==> config.mk <==
export PLATFORM = sky130hd
export DESIGN_NAME = ptp_time_counter
export DESIGN_NICKNAME = d
export VERILOG_FILES = /design/src/rtl/ptp_tc_pkg.sv /design/src/rtl/tc_frac_accum.sv /design/src/rtl/tc_ns_counter.sv /design/src/rtl/tc_reg_if.sv /design/src/rtl/ptp_time_counter.sv
export SDC_FILE = /design/constraint.sdc
export NUM_CORES = 1
export LEC_CHECK = 0
export ABC_AREA = 1
export BUFFER_PORTS_ARGS = -buffer_cell sky130_fd_sc_hd__buf_2
export CORE_UTILIZATION = 50
export CTS_CLUSTER_SIZE = 24
export DETAILED_ROUTE_END_ITERATION = 16
export GPL_ROUTABILITY_DRIVEN = 0
export PLACE_DENSITY = 0.76
export SLEW_MARGIN = 20
export SYNTH_ARGS = -nofsm -noshare
export SYNTH_HDL_FRONTEND = slang
export SYNTH_SLANG_ARGS = --single-unit
==> constraint.sdc <==
create_clock -name clk -period 3.8 [get_ports clk]
set_clock_uncertainty 0.05 [all_clocks]
set_input_delay 0.19 -clock clk [delete_from_list [all_inputs] [get_ports clk]]
set_output_delay 0.19 -clock clk [all_outputs]
set_load 0.03 [all_outputs]
==> src/rtl/ptp_tc_pkg.sv <==
package ptp_tc_pkg;
  parameter int TC_NS_W     = 40;
  parameter int TC_DATA_W   = 32;
  parameter int TC_FRAC_W   = 32;
  parameter int TC_ADDR_W   = 3;
  parameter int TC_NOM_STEP = 8;

  localparam logic [TC_ADDR_W-1:0] TC_A_SUB  = 3'd0;
  localparam logic [TC_ADDR_W-1:0] TC_A_LO   = 3'd1;
  localparam logic [TC_ADDR_W-1:0] TC_A_HI   = 3'd2;
  localparam logic [TC_ADDR_W-1:0] TC_A_RATE = 3'd3;
  localparam logic [TC_ADDR_W-1:0] TC_A_AUX  = 3'd4;

  typedef enum logic [1:0] {
    STEP_NOMINAL = 2'b00,
    STEP_PLUS    = 2'b01,
    STEP_MINUS   = 2'b10
  } step_sel_e;
endpackage

==> src/rtl/tc_frac_accum.sv <==
module tc_frac_accum #(
  parameter int FRAC_W = ptp_tc_pkg::TC_FRAC_W
) (
  input  logic              clk,
  input  logic              rst_n,
  input  logic              tick_en,
  input  logic              clear,
  input  logic [FRAC_W-2:0] mag,
  output logic [FRAC_W-1:0] frac_q,
  output logic              carry
);
  logic [FRAC_W:0]   sum;
  logic [FRAC_W-1:0] frac_d;

  always_comb begin
    sum   = {1'b0, frac_q} + {2'b00, mag};
    carry = tick_en & sum[FRAC_W];
    if (clear)
      frac_d = '0;
    else if (tick_en)
      frac_d = sum[FRAC_W-1:0];
    else
      frac_d = frac_q;
  end

  always_ff @(posedge clk or negedge rst_n) begin
    if (!rst_n)
      frac_q <= '0;
    else
      frac_q <= frac_d;
  end
endmodule

==> src/rtl/tc_ns_counter.sv <==
module tc_ns_counter
  import ptp_tc_pkg::*;
#(
  parameter int NS_W     = TC_NS_W,
  parameter int NOM_STEP = TC_NOM_STEP
) (
  input  logic            clk,
  input  logic            rst_n,
  input  logic            tick_en,
  input  logic            carry,
  input  logic            neg,
  input  logic            load,
  input  logic [NS_W-1:0] load_val,
  output logic [NS_W-1:0] ns_q
);
  localparam logic [NS_W-1:0] STEP_NOM = NS_W'(NOM_STEP);
  localparam logic [NS_W-1:0] STEP_UP  = NS_W'(NOM_STEP + 1);
  localparam logic [NS_W-1:0] STEP_DN  = NS_W'(NOM_STEP - 1);

  step_sel_e       sel;
  logic [NS_W-1:0] step;
  logic [NS_W-1:0] ns_d;

  always_comb begin
    if (carry && !neg)
      sel = STEP_PLUS;
    else if (carry && neg)
      sel = STEP_MINUS;
    else
      sel = STEP_NOMINAL;
  end

  always_comb begin
    case (sel)
      STEP_PLUS:  step = STEP_UP;
      STEP_MINUS: step = STEP_DN;
      default:    step = STEP_NOM;
    endcase
  end

  always_comb begin
    if (load)
      ns_d = load_val;
    else if (tick_en)
      ns_d = ns_q + step;
    else
      ns_d = ns_q;
  end

  always_ff @(posedge clk or negedge rst_n) begin
    if (!rst_n)
      ns_q <= '0;
    else
      ns_q <= ns_d;
  end
endmodule

==> src/rtl/tc_reg_if.sv <==
module tc_reg_if
  import ptp_tc_pkg::*;
#(
  parameter int NS_W   = TC_NS_W,
  parameter int DATA_W = TC_DATA_W,
  parameter int FRAC_W = TC_FRAC_W,
  parameter int ADDR_W = TC_ADDR_W
) (
  input  logic              clk,
  input  logic              rst_n,
  input  logic              reg_wr,
  input  logic              reg_rd,
  input  logic [ADDR_W-1:0] reg_addr,
  input  logic [DATA_W-1:0] reg_wdata,
  input  logic [NS_W-1:0]   ns_q,
  input  logic [FRAC_W-1:0] frac_q,
  output logic [DATA_W-1:0] reg_rdata,
  output logic              commit,
  output logic [NS_W-1:0]   load_val,
  output logic [FRAC_W-2:0] rate_mag,
  output logic              rate_neg,
  output logic              timer_off
);
  localparam int HI_W = NS_W - DATA_W;

  logic [DATA_W-1:0] stage_lo_q, stage_lo_d;
  logic [DATA_W-1:0] rate_q, rate_d;
  logic              off_q, off_d;
  logic [NS_W-1:0]   snap_q, snap_d;
  logic [DATA_W-1:0] rdata_q, rdata_d;
  logic              wr_lo, wr_hi, wr_rate, wr_aux, rd_sub;

  // address decode
  always_comb begin
    wr_lo   = reg_wr && (reg_addr == TC_A_LO);
    wr_hi   = reg_wr && (reg_addr == TC_A_HI);
    wr_rate = reg_wr && (reg_addr == TC_A_RATE);
    wr_aux  = reg_wr && (reg_addr == TC_A_AUX);
    rd_sub  = reg_rd && (reg_addr == TC_A_SUB);
  end

  // next-state for the stored words
  always_comb begin
    stage_lo_d = wr_lo   ? reg_wdata : stage_lo_q;
    rate_d     = wr_rate ? reg_wdata : rate_q;
    off_d      = wr_aux  ? reg_wdata[DATA_W-1] : off_q;
    snap_d     = rd_sub  ? ns_q : snap_q;
  end

  // read multiplexer, returns the word selected in the strobe cycle
  always_comb begin
    case (reg_addr)
      TC_A_SUB:  rdata_d = DATA_W'(frac_q);
      TC_A_LO:   rdata_d = snap_q[DATA_W-1:0];
      TC_A_HI:   rdata_d = DATA_W'(snap_q[NS_W-1:DATA_W]);
      TC_A_RATE: rdata_d = rate_q;
      TC_A_AUX:  rdata_d = {off_q, {(DATA_W-1){1'b0}}};
      default:   rdata_d = '0;
    endcase
  end

  always_ff @(posedge clk or negedge rst_n) begin
    if (!rst_n) begin
      stage_lo_q <= '0;
      rate_q     <= '0;
      off_q      <= 1'b1;
      snap_q     <= '0;
    end else begin
      stage_lo_q <= stage_lo_d;
      rate_q     <= rate_d;
      off_q      <= off_d;
      snap_q     <= snap_d;
    end
  end

  always_ff @(posedge clk or negedge rst_n) begin
    if (!rst_n)
      rdata_q <= '0;
    else if (reg_rd)
      rdata_q <= rdata_d;
  end

  always_comb begin
    reg_rdata = rdata_q;
    commit    = wr_hi;
    load_val  = {reg_wdata[HI_W-1:0], stage_lo_q};
    rate_mag  = rate_q[FRAC_W-2:0];
    rate_neg  = rate_q[DATA_W-1];
    timer_off = off_q;
  end
endmodule

==> src/rtl/ptp_time_counter.sv <==
module ptp_time_counter
  import ptp_tc_pkg::*;
#(
  parameter int NS_W     = TC_NS_W,
  parameter int DATA_W   = TC_DATA_W,
  parameter int FRAC_W   = TC_FRAC_W,
  parameter int ADDR_W   = TC_ADDR_W,
  parameter int NOM_STEP = TC_NOM_STEP
) (
  input  logic              clk,
  input  logic              rst_n,
  input  logic              reg_wr,
  input  logic              reg_rd,
  input  logic [ADDR_W-1:0] reg_addr,
  input  logic [DATA_W-1:0] reg_wdata,
  output logic [DATA_W-1:0] reg_rdata
);
  logic [NS_W-1:0]   ns_q;
  logic [FRAC_W-1:0] frac_q;
  logic              commit;
  logic [NS_W-1:0]   load_val;
  logic [FRAC_W-2:0] rate_mag;
  logic              rate_neg;
  logic              timer_off;
  logic              tick_en;
  logic              carry;

  // a load takes precedence over the tick of the same clock
  assign tick_en = !timer_off && !commit;

  tc_reg_if #(
    .NS_W(NS_W), .DATA_W(DATA_W), .FRAC_W(FRAC_W), .ADDR_W(ADDR_W)
  ) u_regs (
    .clk(clk), .rst_n(rst_n),
    .reg_wr(reg_wr), .reg_rd(reg_rd), .reg_addr(reg_addr),
    .reg_wdata(reg_wdata), .ns_q(ns_q), .frac_q(frac_q),
    .reg_rdata(reg_rdata), .commit(commit), .load_val(load_val),
    .rate_mag(rate_mag), .rate_neg(rate_neg), .timer_off(timer_off)
  );

  tc_frac_accum #(.FRAC_W(FRAC_W)) u_accum (
    .clk(clk), .rst_n(rst_n), .tick_en(tick_en), .clear(commit),
    .mag(rate_mag), .frac_q(frac_q), .carry(carry)
  );

  tc_ns_counter #(.NS_W(NS_W), .NOM_STEP(NOM_STEP)) u_count (
    .clk(clk), .rst_n(rst_n), .tick_en(tick_en), .carry(carry),
    .neg(rate_neg), .load(commit), .load_val(load_val), .ns_q(ns_q)
  );
endmodule

==> results of run 1 <==
## state kept, by name, indices dropped and copies added, names as in the netlist
register	count
u_count.ns_q	40
u_regs.stage_lo_q	32
u_regs.reg_rdata	32
u_regs.timer_off	1
u_regs.snap_q	40
u_accum.frac_q	32
u_regs.rate_q	32
## area by class of cell
| class | instances | area, um2 | area share |
|---|---|---|---|
| inverter | 226 | 848 | 0.0602 |
| clock buffer | 28 | 636 | 0.0451 |
| timing repair buffer | 119 | 817 | 0.0580 |
| sequential | 209 | 5230 | 0.371 |
| multi-input combinational | 1203 | 5910 | 0.420 |
| tap | 319 | 399 | 0.0283 |
| clock inverter | 16 | 240 | 0.0171 |
## power groups by stage
stage	clock network (mW)	registers [mW]	logic, mW
3_3_place_gp	0	3.57	3.59
3_5_place_dp	0	3.61	3.68
2_1_floorplan	0	3.53	2.59
6_report	2.54	3.62	3.82
4_1_cts	2.56	3.58	3.73
5_1_grt	2.65	3.70	4.30
## worst reg2reg max path: stages, from the launching register on
cell,delay [ns]
dfrtp_1,0.42
ha_1,0.37
nand2_1,0.16
nor2_2,0.19
nand2_1,0.07
nand2_1,0.09
nand2_1,0.08
nand2_1,0.10
nand2_1,0.10
o21ai_2,0.21
nand3_1,0.15
ha_1,0.40
nand2_1,0.13
o21ai_4,0.24
nand2_1,0.11
nor2_1,0.19
nand2_1,0.10
xor2_1,0.15
nand2_1,0.06
nand3_1,0.08
## per-stage QoR
stage / cell area, um2 / TNS, ns / hold WS (ns)
final: 14100 / 0 / 0.208
after global routing: 14100 / -0.0441 / 0.261
after CTS: 14000 / 0 / 0.189
after detailed placement: 12800 / 0 / 0.350
after global placement: 12800 / 0 / 0.342
after floorplan: 12200 / 0 / -0.156
## metal layers
layer | wire [um] | GRT usage | vias up | part of all wire
met5 | 0 | 0 | - | 0
met4 | 1450 | 0.115 | 0 | 0.040
met3 | 3110 | 0.0479 | 95 | 0.085
met2 | 16900 | 0.486 | 512 | 0.46
met1 | 15200 | 0.412 | 5506 | 0.41
li1 | - | - | 5531 | -
## repair_timing
item | 4_1_cts | 5_1_grt
gates resized for setup | 0 | 9
hold buffers | 36 | 0
setup endpoints to repair | 0 | 20
endpoints found under the hold margin | 178 | 0
## logic make-up after synthesis
family                   count (synthesis)  synth area share
AND/OR/NAND/NOR                        890             0.294
buffers and inverters                  275            0.0896
AO/OA/AOI/OAI                          220             0.100
flip-flops                             209             0.430
adder cells (fa/ha/maj)                 37            0.0393
multiplexers                            33            0.0305
XOR/XNOR                                23            0.0166
## final timing paths
path,slack [ns],to,startpoint
worst max-delay path,0.22,u_count.ns_q[32],u_regs.rate_q[6]
worst max register to register,0.22,u_count.ns_q[32],u_regs.rate_q[6]
worst min-delay path,0.21,u_count.ns_q[35],reg_addr[0]
min in group asynchronous,0.23,u_regs.stage_lo_q[24],rst_n
max in group asynchronous,2.33,u_regs.rate_q[8],rst_n
worst min register to register,0.43,u_regs.stage_lo_q[16],u_regs.stage_lo_q[16]
## cells in the final DEF, fill, tap and decap left out, drive strengths merged
master	synthesis	final
dfrtp	208	208
nand3	93	93
nor2	93	93
mux2	33	33
o21bai	5	5
nor3	25	25
a21oi	37	37
o2111ai	3	3
buf	30	82
nand2	656	656
xor2	19	19
inv	225	225
o22ai	6	6
nand4	19	19
fa	2	2
clkinvlp	0	1
xnor2	4	4
and2	3	3
a32o	1	1
a21o	2	2
dfstp	1	1
o21ai	141	141
o211ai	20	20
a22o	2	2
ha	35	35
clkinv	1	11
o221ai	2	2
o31ai	1	1
or2	1	1
bufinv	0	5
clkbuf	19	29
dlygate4sd3	0	36
## synthesized netlist by cell type, types with 2 or more instances
cell type	count
nand3_1	93
xnor2_1	4
and2_1	3
nand4_1	19
ha_1	35
o211ai_1	20
xor2_1	19
mux2_2	33
buf_4	6
nor3_1	24
clkbuf_1	19
a22o_1	2
dfrtp_1	208
a21oi_1	37
o21bai_1	5
nor2_1	91
fa_1	2
a21o_1	2
nand2_1	653
o21ai_2	2
inv_2	5
inv_1	220
o22ai_1	6
o21ai_0	135
buf_2	23
o221ai_1	2
o21ai_1	4
nand2_2	2
o2111ai_1	3
==> metrics, run 1 <==
Core Box Area=23700 um2; largest net degree at the start of global routing=118; final worst slack=approximately 0.22 ns; Max Cap Violations=0; Total Wirelength=~37 mm; Layout Cells excl Fill=about 2100; # rows=56; Fin. Hold Viols=0; first-pass GRT wire length=57.7 mm; #FFs+latches synth=209; Skew-Pair Late Insertion Delay=0.54 ns; Period minus WS final=3.58 ns; # fillers=2178; Mapped Avg Cell Area=around 7.2 um2; Cells after DPL=~2000; Reg2Reg Depth=19; Crit Path Max Fanout=7; ANT nets after route=0; switching share of power=0.418; H-tree depth=1; Cells on Worst Hold Path=6; dpl hpwl=26.3 mm; Final Util=0.595; Place WS=0.194 ns; Crit-path slowest cell=dfrtp_1; Critical Path Sink Type=flip-flop; Avg WL per Cell=17.3 um; internal power=5.80 mW; vias in the first global route=11100; Max VDD drop=0.000460 V; area grow syn2layout=15.7%; worst path buffer plus inverter count=0; Tightest Pin Transition=1.03 ns; antenna violations before repair=1; Hold Path Class=in2reg; fin crit share=0.941; largest area contributor in the netlist=dfrtp_1; Final setup viols=0; Initial DRT Pass Iterations=5; synthesized cell area=roughly 12000 um2; All-Layer GR Usage=0.303; Max Root-Sink Buffers=3; Synth top area share=0.428; number of distinct library cells after synthesis=39; Worst setup SP type=flip-flop; CTS tree=yes; Root Driver=clkbuf_16; number of port buffers=70; Synth warnings=0; max-slew violations=0; antenna cells=0; Worst-path clk slew=around 0.060 ns; critical path, cell by cell=ha_1, nand2_1, nor2_2, nand2_1, nand2_1, nand2_1, nand2_1, nand2_1, o21ai_2, nand3_1, ha_1, nand2_1, o21ai_4, nand2_1, nor2_1, nand2_1, xor2_1, nand2_1, nand3_1; syn_nets=1763; Leakage=roughly 7.3 nW; EDFF count, synth=0; Crit path required time=4.17 ns; Final #Nets=1859; # IOs=71; Max Fclk=0.280 GHz; combinational fraction of design power=0.383; instance count on the critical path=19; Die X-Extent=158 um; P per Cell Area=708 nW/um2; grt total ovfl=0; kind of critical path=reg2reg; total CTS buffers=24; clk sinks=roughly 210; top_reg_cell synth=dfrtp_1; asr flop ratio synth=1.00; DIE AREA=25000 um2; Starting Density=0.514; share of layout cells above drive strength 1=0.102; CP peak stage delay=0.42 ns; Switch Pwr=4.17 mW; WP data arrival=3.94 ns; total number of vias=11600; Max-Slew Margin vs Limit=0.316; Worst path most repeated cell=nand2_1; drt drc=0; sequential area share after synthesis=0.430; Total Power=9.97 mW; Worst path top cell family by delay=simple AND/OR/NAND/NOR gates; dominant cells by area after synthesis=dfrtp_1 43%, nand2_1 20%, inv_1 6.8%; vias per cell=around 5.5; power share of the clock group=0.255; die height=158 um; status=finished, final reports clean; starting DRC count in detailed routing=between 1000 and 1500; Reg power frac=0.363; Gate Count Post-Synth=1687; setup bufs post-CTS=0
(Power assumes the default switching activity.)
==> run 2: changes to the inputs <==
Settings changed: ABC_AREA 1 to 0, PLACE_DENSITY 0.76 to 0.77.
==> run 2 against run 1 <==
  * First-iteration DRC count decreased by 39%
  * Clock power decreased by 16%
  * Count of clock-buffer cells in the layout unchanged
  * Utilization increased by 4.2 points
  * The run now ends with setup timing left
  * Combinational power increased by 12%
  * Register-to-register slack got worse by 0.40 ns
  * Via count decreased by 25%
  * Hold slack got worse by 0.093 ns
  * Total power decreased by 1.0%
  * Routed wire length decreased by 21%
  * Fmax decreased by 10%
==> metrics, run 2 <==
count leader, synth=dfrtp_1; Core Box Area=21300 um2; internal power=6.24 mW; Crit path required time=4.11 ns; dpl cell area=12300 um2; Final #Nets=about 1300; Starting Density=0.517; Avg WL per Cell=19.0 um; Leakage=6.12 nW; syn_nets=about 1100; Final setup viols=28; switching share of power=0.368; starting DRC count in detailed routing=slightly below 700; Synth top area share=0.473; Worst setup SP type=flip-flop; Final Util=0.637; total CTS buffers=23; biggest regs=u_count.ns_q x40, u_regs.snap_q x40; Max-Slew Margin vs Limit=0.291; CTS tree=yes; Initial DRT Pass Iterations=6; total number of vias=8741; largest area contributor in the netlist=dfrtp_1; top cells by count, synth=208 x dfrtp_1, 106 x mux2_2, 104 x nand2_1; number of distinct library cells after synthesis=a little under 70; Critical Path Sink Type=flip-flop; unrepaired setup endpoints after global routing=true; H-tree depth=1; number of port buffers=70; combinational fraction of design power=0.434; All-Layer GR Usage=0.262; Seq. cell area=approximately 5200 um2; # IOs=71; area grow syn2layout=23.2%; Fin. Hold Viols=0; drt drc=0; Worst-path clk slew=0.06 ns; Mapped Avg Cell Area=10.5 um2; vias in the first global route=8823; EDFF count, synth=0; failing checks=setup timing; die height=150 um; Place WS=-0.287 ns; Period minus WS final=3.98 ns; Cells after DPL=1433; Die X-Extent=between 150 and 200 um; grt total ovfl=0; Skew-Pair Late Insertion Delay=0.51 ns; fin area=between 10000 and 15000 um2; largest net degree at the start of global routing=102; dominant cells by area after synthesis=dfrtp_1 47%, mux2_2 11%, ha_1 4.0%; Switch Pwr=3.63 mW; synthesized cell area=11000 um2; Max Cap Violations=0; vias per cell=5.77; Tightest Pin Transition=1.06 ns; Synth warnings=0; WP data arrival=4.29 ns; Hold Path Class=in2reg; worst hold slack=0.115 ns; #FFs+latches synth=209; max-slew violations=0; dpl hpwl=about 19 mm; # rows=53; first-pass GRT wire length=46.0 mm; power share of the clock group=0.215; Max Root-Sink Buffers=3; commonest cells after routing, fill and taps aside=208 x dfrtp_1, 106 x mux2_2, 102 x nand2_1; # fillers=1718; status=complete, but fails checks; commonest non-fill, non-tap cell in the layout=dfrtp_1; Multi-input gate area=5580 um2; top_reg_cell synth=dfrtp_1; Max VDD drop=0.000389 V; Crit Path Max Fanout=4; asr flop ratio synth=1.00; clk sinks=between 200 and 250; sequential area share after synthesis=0.475; Root Driver=clkbuf_16; Gate Count Post-Synth=1052; share of layout cells above drive strength 1=0.305; final worst slack=-0.179 ns; ANT nets after route=0; antenna violations before repair=0; antenna cells=0; fin crit share=1.05; setup TNS=-2.33 ns; Total Wirelength=between 20 and 30 mm; Total Power=9.87 mW; Layout Cells excl Fill=between 1500 and 2000; DIE AREA=between 20000 and 25000 um2; Reg power frac=0.350; Max Fclk=approximately 0.25 GHz; P per Cell Area=728 nW/um2; kind of critical path=reg2reg
run 2: cell count changes in the layout (fill, tap and decap cells not counted), sizes merged, moves of 33 or more:
cell | previous run | this run
mux2 | 33 | 106
a21oi | 37 | 80
nor2 | 93 | 60
inv | 225 | 55
nand2 | 656 | 104
buf | 82 | 173
nand3 | 93 | 25
xnor2 | 4 | 39
o21ai | 141 | 57
run 2: area by class of cell:
type,instances,share of cell area
well taps,275,0.0254
clock buffers,28,0.0460
clock inverters,10,0.00572
inverters,55,0.0152
multi-input cells,731,0.411
flip-flops and latches,209,0.386
repair buffers,207,0.111
run 2: timing repair:
action	in CTS	in global routing
resized for setup	11	23
endpoints found under the setup margin	36	36
setup buffers	6	5
hold buffers	33	0
pin swaps	12	8
hold endpoints to repair	171	0
run 2: path summary, 6_finish.rpt:
kind                                       start                 to  slack [ns]  cells after the start
min in group asynchronous                  rst_n  u_accum.frac_q[3]        0.28                      2
max in group asynchronous                  rst_n   u_regs.timer_off        2.39                      3
setup reg to reg                u_regs.rate_q[0]   u_count.ns_q[30]       -0.18                     18
hold / removal                            reg_wr   u_regs.timer_off        0.11                      4
hold reg to reg            u_regs.stage_lo_q[21]   u_count.ns_q[21]        0.43                      2
setup / recovery                u_regs.rate_q[0]   u_count.ns_q[30]       -0.18                     18
run 2: cells by family (layout without fill, tap and decap cells):
kind of cell	Yosys count	count (layout)	synth area share
mux	142	142	0.150
simple gates	246	246	0.104
compound gates	244	244	0.138
xor+xnor	62	62	0.0493
buf+inv	112	300	0.0400
fa+ha+maj	37	37	0.0434
flops	209	209	0.475
run 2: worst max-delay path, stage by stage (launching register included):
cell and delay [ns]:
dfrtp_1 0.37, ha_2 0.22, fa_2 0.22, a211oi_2 0.07, o211ai_1 0.30, a21oi_2 0.12
a211oi_2 0.22, o2111ai_2 0.15, and2_4 0.19, o22ai_2 0.14, ha_2 0.22, fa_2 0.21
a21o_1 0.12, a21oi_2 0.06, or4b_4 0.56, nor3_4 0.20, nand4_1 0.14, xor2_1 0.19
o21ai_2 0.07
run 2: metal layers:
metal / wire, um / global-route usage
met1: 12400 / 0.353
met2: 13700 / 0.430
met3: 1890 / 0.0452
met4: 813 / 0.0884
met5: 0 / 0
run 2: power groups by stage:
stage | clock [mW] | combinational (mW) | sequential (mW)
after global placement | 0 | 3.94 | 3.42
after detailed placement | 0 | 4.05 | 3.45
after CTS | 2.16 | 4.17 | 3.44
after floorplan | 0 | 2.71 | 3.41
after global routing | 2.25 | 4.68 | 3.53
final | 2.13 | 4.29 | 3.46
